[src/rtl/tcc_pkg.sv]
package tcc_pkg;

  localparam int MODE_W = 4;

  localparam logic [MODE_W-1:0] MODE_OFF    = 4'h0;
  localparam logic [MODE_W-1:0] MODE_TOGGLE = 4'h5;
  localparam logic [MODE_W-1:0] MODE_PULSE  = 4'hF;

  // Control word, bit 7 down to bit 0
  typedef struct packed {
    logic              flag;
    logic              ie;
    logic [MODE_W-1:0] mode;
    logic              rsvd;
    logic              dre;
  } ctl_t;

  localparam int CTL_W = $bits(ctl_t);

endpackage

[src/rtl/tcc_ctl_reg.sv]
module tcc_ctl_reg
  import tcc_pkg::*;
(
  input  logic             clk,
  input  logic             rst,
  input  logic             wr_ctl,
  input  logic [CTL_W-1:0] wdata,
  input  logic             match_i,
  output ctl_t             ctl_q,
  output logic [MODE_W-1:0] mode_nxt,
  output logic             flush_o,
  output logic             irq_o,
  output logic             dma_o
);

  ctl_t ctl_d;
  ctl_t wr_word;

  assign wr_word = ctl_t'(wdata);

  always_comb begin
    ctl_d = ctl_q;
    if (wr_ctl) begin
      ctl_d.dre  = wr_word.dre;
      ctl_d.mode = wr_word.mode;
      ctl_d.ie   = wr_word.ie;
      ctl_d.rsvd = 1'b0;
      if (wr_word.flag) ctl_d.flag = 1'b0;
    end
    // a match in the same cycle overrides a clearing write
    if (match_i) ctl_d.flag = 1'b1;
  end

  assign mode_nxt = ctl_d.mode;
  assign flush_o  = wr_ctl && (wr_word.mode == MODE_OFF);

  always_ff @(posedge clk) begin
    if (rst) begin
      ctl_q <= '0;
      irq_o <= 1'b0;
      dma_o <= 1'b0;
    end else begin
      ctl_q <= ctl_d;
      irq_o <= ctl_d.flag & ctl_d.ie;
      dma_o <= ctl_d.flag & ctl_d.dre;
    end
  end

  // a match is always visible as a set flag one cycle later
  a_r4_flag_after_match: assert property (@(posedge clk) disable iff (rst)
    match_i |=> ctl_q.flag);

  // with no match and no write, the flag holds its value
  a_r4_flag_holds: assert property (@(posedge clk) disable iff (rst)
    (!match_i && !wr_ctl) |=> $stable(ctl_q.flag));

  // the interrupt follows flag and enable
  a_r5_irq_tracks: assert property (@(posedge clk) disable iff (rst)
    irq_o == (ctl_q.flag && ctl_q.ie));

  // the spare bit never reads back set
  a_r2_rsvd_zero: assert property (@(posedge clk) disable iff (rst)
    !ctl_q.rsvd);

endmodule

[src/rtl/tcc_cmp_slots.sv]
module tcc_cmp_slots #(
  parameter int CNT_W = 31
) (
  input  logic             clk,
  input  logic             rst,
  input  logic             wr_cmp,
  input  logic [CNT_W-1:0] wdata,
  input  logic             flush,
  input  logic             enable,
  input  logic             cnt_tick,
  input  logic [CNT_W-1:0] cnt_val,
  output logic             match_o
);

  logic [CNT_W-1:0] act_q, act_d, nxt_q, nxt_d;
  logic             act_vld, act_vld_d, nxt_vld, nxt_vld_d;

  assign match_o = enable && cnt_tick && act_vld && (cnt_val == act_q);

  always_comb begin
    act_d     = act_q;
    nxt_d     = nxt_q;
    act_vld_d = act_vld;
    nxt_vld_d = nxt_vld;
    if (match_o) begin
      if (nxt_vld) begin
        act_d     = nxt_q;
        act_vld_d = 1'b1;
        nxt_vld_d = 1'b0;
      end else begin
        act_vld_d = 1'b0;
      end
    end
    if (flush) begin
      act_vld_d = 1'b0;
      nxt_vld_d = 1'b0;
    end else if (wr_cmp) begin
      if (!act_vld_d) begin
        act_d     = wdata;
        act_vld_d = 1'b1;
      end else begin
        nxt_d     = wdata;
        nxt_vld_d = 1'b1;
      end
    end
  end

  always_ff @(posedge clk) begin
    if (rst) begin
      act_q   <= '0;
      nxt_q   <= '0;
      act_vld <= 1'b0;
      nxt_vld <= 1'b0;
    end else begin
      act_q   <= act_d;
      nxt_q   <= nxt_d;
      act_vld <= act_vld_d;
      nxt_vld <= nxt_vld_d;
    end
  end

  // a queued value is armed right after the match
  a_r6_promote: assert property (@(posedge clk) disable iff (rst)
    (match_o && nxt_vld && !flush && !wr_cmp) |=> (act_vld && act_q == $past(nxt_q) && !nxt_vld));

  // with nothing queued, the armed slot drains
  a_r6_drain: assert property (@(posedge clk) disable iff (rst)
    (match_o && !nxt_vld && !wr_cmp) |=> !act_vld);

  // a disabling write empties both slots
  a_r9_flush: assert property (@(posedge clk) disable iff (rst)
    flush |=> (!act_vld && !nxt_vld));

  // the queued slot is never filled while the armed slot is empty
  a_r6_order: assert property (@(posedge clk) disable iff (rst)
    nxt_vld |-> act_vld);

endmodule

[src/rtl/tcc_pin_gen.sv]
module tcc_pin_gen
  import tcc_pkg::*;
(
  input  logic              clk,
  input  logic              rst,
  input  logic [MODE_W-1:0] mode_cur,
  input  logic [MODE_W-1:0] mode_nxt,
  input  logic              match_i,
  output logic              pin_o
);

  logic pin_d;

  always_comb begin
    unique case (mode_cur)
      MODE_TOGGLE: pin_d = match_i ? ~pin_o : pin_o;
      MODE_PULSE:  pin_d = match_i;
      MODE_OFF:    pin_d = 1'b0;
      default:     pin_d = pin_o;
    endcase
    if (mode_nxt == MODE_OFF) pin_d = 1'b0;
  end

  always_ff @(posedge clk) begin
    if (rst) pin_o <= 1'b0;
    else     pin_o <= pin_d;
  end

  // toggle mode inverts the pin on a match
  a_r7_toggle_flip: assert property (@(posedge clk) disable iff (rst)
    (mode_cur == MODE_TOGGLE && match_i && mode_nxt != MODE_OFF) |=> (pin_o != $past(pin_o)));

  // pulse mode returns low when no match occurred
  a_r8_pulse_short: assert property (@(posedge clk) disable iff (rst)
    (mode_cur == MODE_PULSE && !match_i) |=> !pin_o);

  // disabling forces the pin low
  a_r9_off_low: assert property (@(posedge clk) disable iff (rst)
    (mode_nxt == MODE_OFF) |=> !pin_o);

  // other modes never move the pin
  a_r10_hold: assert property (@(posedge clk) disable iff (rst)
    (mode_cur != MODE_TOGGLE && mode_cur != MODE_PULSE && mode_cur != MODE_OFF &&
     mode_nxt != MODE_OFF) |=> $stable(pin_o));

endmodule

[src/rtl/tcc_compare_chan.sv]
module tcc_compare_chan
  import tcc_pkg::*;
#(
  parameter int CNT_W  = 31,
  parameter int DATA_W = 32
) (
  input  logic              clk,
  input  logic              rst,
  input  logic              cnt_tick,
  input  logic [CNT_W-1:0]  cnt_val,
  input  logic              reg_wr,
  input  logic              reg_is_cmp,
  input  logic [DATA_W-1:0] reg_wdata,
  output logic [DATA_W-1:0] ctl_rdata,
  output logic              evt_pin,
  output logic              irq,
  output logic              dma_req
);

  localparam int PAD_W = DATA_W - CTL_W;

  ctl_t              ctl_q;
  logic [MODE_W-1:0] mode_nxt;
  logic              flush;
  logic              match;
  logic              wr_ctl, wr_cmp;
  logic              unused_wdata;

  assign wr_ctl       = reg_wr && !reg_is_cmp;
  assign wr_cmp       = reg_wr &&  reg_is_cmp;
  assign unused_wdata = ^reg_wdata;

  tcc_ctl_reg u_ctl (
    .clk      (clk),
    .rst      (rst),
    .wr_ctl   (wr_ctl),
    .wdata    (reg_wdata[CTL_W-1:0]),
    .match_i  (match),
    .ctl_q    (ctl_q),
    .mode_nxt (mode_nxt),
    .flush_o  (flush),
    .irq_o    (irq),
    .dma_o    (dma_req)
  );

  tcc_cmp_slots #(.CNT_W(CNT_W)) u_slots (
    .clk      (clk),
    .rst      (rst),
    .wr_cmp   (wr_cmp),
    .wdata    (reg_wdata[CNT_W-1:0]),
    .flush    (flush),
    .enable   (ctl_q.mode != MODE_OFF),
    .cnt_tick (cnt_tick),
    .cnt_val  (cnt_val),
    .match_o  (match)
  );

  tcc_pin_gen u_pin (
    .clk      (clk),
    .rst      (rst),
    .mode_cur (ctl_q.mode),
    .mode_nxt (mode_nxt),
    .match_i  (match),
    .pin_o    (evt_pin)
  );

  assign ctl_rdata = {{PAD_W{1'b0}}, ctl_q};

  // no match while the channel is disabled
  a_r3_off_quiet: assert property (@(posedge clk) disable iff (rst)
    (ctl_q.mode == MODE_OFF) |-> !match);

  // DMA request follows flag and enable
  a_r5_dma_tracks: assert property (@(posedge clk) disable iff (rst)
    dma_req == (ctl_q.flag && ctl_q.dre));

endmodule

[config.mk]
export PLATFORM = sky130hd
export DESIGN_NAME = tcc_compare_chan
export DESIGN_NICKNAME = d
export VERILOG_FILES = /design/src/rtl/tcc_pkg.sv /design/src/rtl/tcc_ctl_reg.sv /design/src/rtl/tcc_cmp_slots.sv /design/src/rtl/tcc_pin_gen.sv /design/src/rtl/tcc_compare_chan.sv
export SDC_FILE = /design/constraint.sdc
export NUM_CORES = 1
export LEC_CHECK = 0
export BUFFER_PORTS_ARGS = -buffer_cell sky130_fd_sc_hd__buf_2
export CORE_MARGIN = 8
export CORE_UTILIZATION = 57
export CTS_CLUSTER_DIAMETER = 80
export DETAILED_ROUTE_END_ITERATION = 8
export PLACE_DENSITY = 0.89
export SYNTH_ARGS = -nofsm -noshare
export SYNTH_HDL_FRONTEND = slang
export SYNTH_SLANG_ARGS = --single-unit
[constraint.sdc]
create_clock -name clk -period 4.22 [get_ports clk]
set_input_delay 0 -clock clk [delete_from_list [all_inputs] [get_ports clk]]
set_output_delay 0 -clock clk [all_outputs]
set_load 0.005 [all_outputs]
**After elaboration in Yosys (flattened, before gate mapping)**

Cells that the tools add are included.

- Input bits: 68
- Output and inout bits: 35
- Logic and storage cells: 51
- Register bits: 74

- Equal/unequal tests: 4
- Mux-type cells: 16
- Reductions and logical operators: 16
- Bitwise operators: 4

Operators with widths:

| cell | number |
|---|---|
| 2-to-1 mux 31 bit | 5 |
| == test 31 bit | 1 |
| logical NOT 4 bit | 3 |
| 2-to-1 mux 1 bit | 9 |
| 2-to-1 mux 8 bit | 1 |
| logical AND 1 bit | 6 |
| == test 4 x 3 -> 1 bit (second input constant) | 1 |
| == test 4 bit (second input constant) | 1 |
| nonzero test 4 bit | 1 |
| OR reduction 2 bit | 2 |
| one-hot mux 1 bit (3 select lines) | 1 |
| AND reduction 3 bit | 1 |
| nonzero test 3 bit | 1 |
| AND 1 bit | 2 |
| inequality test 2 x 1 -> 1 bit (second input constant) | 1 |
| inverter 1 bit | 2 |
| AND reduction 2 bit | 1 |
| logical NOT 1 bit | 1 |

**Depth between registers and ports, before layout**

- Word-level depth: 8
- Gate-level depth with buffers: 8

**Cells and area by module**

From an unflattened synthesis, not the netlist that was laid out.

- Cells, all modules: 411
- Area total of the unflattened synthesis: 3883.7 µm²

Modules (own cells, without submodules):

| module | cells each | area each (µm²) | instances |
|---|---|---|---|
| tcc_cmp_slots | 335 | 3183.1 | 1 |
| tcc_ctl_reg | 36 | 395.4 | 1 |
| tcc_compare_chan | 28 | 203.9 | 1 |
| tcc_pin_gen | 12 | 101.3 | 1 |

**Worst setup path before layout**

No wires, ideal clock.

- Kind: register -> register
- Start: register u_slots.act_q[22]
- End: register u_slots.nxt_q[10]
- Data arrival time: 1.766 ns
- Slack: 2.334 ns
- Clock period less this slack: 1.886 ns
- Cell stages (with the launch flop): 9
- Required time: 4.100 ns
- Buffers on the path: 2
- Library setup time: 0.120 ns
- Cells stage by stage: dfxtp_1 xnor2_1 nand4_1 nor4_4 nand3_2 o2111a_1 buf_2 buf_6 mux2i_1

- Longest elaborated chain between the ends: 4

RTL lines:

| element | line | text |
|---|---|---|
| start, declared | tcc_cmp_slots.sv:15 | `logic [CNT_W-1:0] act_q, act_d, nxt_q, nxt_d;` |
| start signal, assigned | tcc_cmp_slots.sv:55 | `act_q <= act_d;` |
| == test 31 bit | tcc_cmp_slots.sv:18 | `assign match_o = enable && cnt_tick && act_vld && (cnt_val == act_q);` |
| logical AND 1 bit | tcc_cmp_slots.sv:18 |  |
| 2-to-1 mux 1 bit | tcc_cmp_slots.sv:25 | `if (match_o) begin` |
| AND reduction 3 bit (no source line) | -- |  |
| end signal, assigned | tcc_cmp_slots.sv:56 | `nxt_q <= nxt_d;` |
| end, declared | tcc_cmp_slots.sv:15 |  |

Every way passes these cells.
A chain may end at the register's enable or synchronous reset.

**Worst setup path in the final report**

- Start: register u_slots.act_q[19]
- End: register u_slots.nxt_vld

- Longest elaborated chain between the ends: 5
- Elaborated cells on any way between the ends: 6

RTL lines:

| element | line | text |
|---|---|---|
| == test 31 bit (*) | tcc_cmp_slots.sv:18 |  |
| logical AND 1 bit (*) | tcc_cmp_slots.sv:18 |  |
| 2-to-1 mux 1 bit | tcc_cmp_slots.sv:25 |  |
| 2-to-1 mux 1 bit | tcc_cmp_slots.sv:38 | `if (!act_vld_d) begin` |
| 2-to-1 mux 1 bit (*) | tcc_cmp_slots.sv:37 | `end else if (wr_cmp) begin` |
| end signal, assigned | tcc_cmp_slots.sv:58 | `nxt_vld <= nxt_vld_d;` |
| end, declared | tcc_cmp_slots.sv:16 | `logic act_vld, act_vld_d, nxt_vld, nxt_vld_d;` |

Every way passes the cells marked *; elsewhere a longest branch is shown, timed or not.

==> impl_results.md <==
* PwrDens at 320 nW/um^2
* TritonCTS buffer count at 9
* Yosys cell types at 35
* Worst VDD drop at between 0.2 and 0.3 mV
* Share of cells above drive strength 1 at 0.197
* Slew Limit Fails at 0
* Async SR Flop Fraction at 0
* First-pass GRT wire length at between 15000 and 20000 um
* # clock sinks at 74
* Slew HR at 0.288
* Most common cell in the netlist: dfxtp_1
* Fin cells at 592
* Fin area at between 4000 and 5000 um^2
* Detailed-route wire length at 9750 um
* Synth Cell Area at ~3900 um^2
* Synth top area cells: dfxtp_1 (38%), mux2i_1 (16%), nand2b_1 (10%)
* Post-route minimum period at around 2600 ps
* Initial DRC Count at just over 200
* Gr usage total at 0.201
* Critical path fanouts, max at 32
* Final core occ at 0.697
* Setup ws final at ~1600 ps
* Clock Latency Late Sink at about 360 ps
* Cell taking the most area after synthesis: dfxtp_1
* Mapped Cells at slightly above 400
* Max-cap violations at 0
* Total grt overflow at 0
* # IOs at 103
* R2r setup slk at 1580 ps
* Die area at just under 10000 um^2
* Row cnt at 30
* Max Buffers Root-to-Sink at 2
* Status: finished, final reports clean
* LEAKAGE at between 1.5 and 2 nW
* Clk_skew at roughly 6.5 ps
* Post-cts resize count at 0
* Register Area at 1480 um^2
* CTS tree: yes
* CTS H-tree depth at 3
* Antenna violations before repair at 0
* RSZ-0062 raised after global routing: no
* DRT antenna net count at 0
* Vias at 3245
* Final worst-path cycle share at 0.626
* F_max at between 300 and 400 MHz
* Setup bufs post-CTS at 0
* Die Width at ~98 um
* CTS Hold Bufs at 33
* Critical Path AT at 2900 ps
* Post-synthesis register bit count at between 70 and 80
* DRC at 0
* Most instantiated cells after synthesis: dfxtp_1 (74), nand2b_1 (63), mux2i_1 (62)
* N_diodes at 0
* Post-synth top area share at 0.383
* Kind of critical path: reg -> reg
* Fill cells at 512
* Multi-input logic area at 2140 um^2
* Setup TNS at 0 ps
* Drt first pass iters at 5
* I/O Buffers at 76
* Count of flip-flops with a built-in enable after synthesis at 0
* Dpl cells at around 540
* Tot Pwr at 1.49 mW
* Hold WC Path Type: in -> reg
* Prevailing post-synth register cell: dfxtp_1
* Starting Density at 0.579
* Placed standard-cell area at between 4000 and 5000 um^2
* Per-cell routed wire length at around 16 um
* Tightest Pin Transition at around 1100 ps
* Syn Area/Cell at between 9 and 10 um^2
* Placer Congestion at roughly 0.77
* Core Box Area at 6680 um^2
* Clk slew on worst S/H paths at about 80 ps
* Post-DP HPWL at around 6400 um
* Hold WS at between 100 and 150 ps
* Largest net degree at the start of global routing at slightly above 100
* Die height at between 90 and 100 um
* Critical Path Sink Type: register
* Final hold vios at 0
* Ys Warns at 0
* Area Overhead vs Synth at 20.4%
* Setup violators final at 0
* Dpl ws at roughly 1600 ps
* NumNets Final at 575
* Root buffer cell: clkbuf_8
* Via/cell ratio at 5.48
* Number of global-route vias before repair at approximately 3.3k
* Critical Path Start Type: register
* Register area share after synthesis at 0.383
* Worst EP required at between 4000 and 5000 ps
-- flip-flops by register name, summed over array words and instances, names as in the netlist --
signal,flops
u_ctl.ctl_q,7
u_ctl.dma_o,1
u_ctl.irq_o,1
u_pin.pin_o,1
u_slots.act_q,31
u_slots.act_vld,1
u_slots.nxt_q,31
u_slots.nxt_vld,1
-- worst paths after layout --
path	from	end	depth (start not counted)
setup reg to reg	u_slots.act_q[19]	u_slots.nxt_vld	6
setup / recovery	u_slots.act_q[19]	u_slots.nxt_vld	6
hold / removal	reg_wr	u_ctl.ctl_q[4]	4
hold reg to reg	u_slots.nxt_q[26]	u_slots.nxt_q[26]	2
-- critical path: stages, from the launching register on --
cell,delay [ps]
dfxtp_1,330
xnor2_1,200
nand4_1,210
nor4_2,530
nand3_2,240
o2111a_2,670
o21ba_2,350
-- placed cells by master, fill, tap and decap left out, drive strengths merged, types with 2 or more instances in the layout --
cell type	netlist	final
clkinv	0	2
dfxtp	74	74
conb	1	25
nand4	8	8
a21oi	39	39
and2	3	3
o21ai	2	2
nor3	2	2
nor2	2	2
nand3	5	5
nor4	4	4
dlygate4sd3	0	33
mux2i	62	62
clkbuf	19	14
xnor2	31	31
nand2	19	19
nand2b	63	63
buf	36	81
a211oi	31	31
-- power breakdown --
group | total [mW] | internal [mW] | switching, mW
Sequential | 0.752 | 0.729 | 0.0234
Combinational | 0.218 | 0.114 | 0.104
Clock | 0.520 | 0.260 | 0.260
Total | 1.49 | 1.10 | 0.387
-- kinds of logic after synthesis --
family	Yosys count	share of synthesized area
buf+inv	56	0.0867
mux	62	0.160
simple gates	108	0.166
other cells	1	0.000970
flops	74	0.383
xor+xnor	32	0.0725
compound gates	80	0.131
-- layout make-up --
class | instances | area share
multi-input cells | 307 | 0.460
flip-flops and latches | 74 | 0.318
repair buffers | 114 | 0.161
clock buffers | 14 | 0.0371
well taps | 80 | 0.0215
clock inverters | 2 | 0.00215
inverters | 1 | 0.000806
-- metal layers --
| layer | wire length, um | GRT usage | up-vias | share of wire |
|---|---|---|---|---|
| li1 | - | - | 1569 | - |
| met1 | 4090 | 0.228 | 1543 | 0.42 |
| met2 | 4650 | 0.328 | 118 | 0.48 |
| met3 | 821 | 0.0754 | 15 | 0.084 |
| met4 | 189 | 0.0885 | 0 | 0.019 |
| met5 | 0 | 0 | - | 0 |
(Power assumes the default switching activity.)
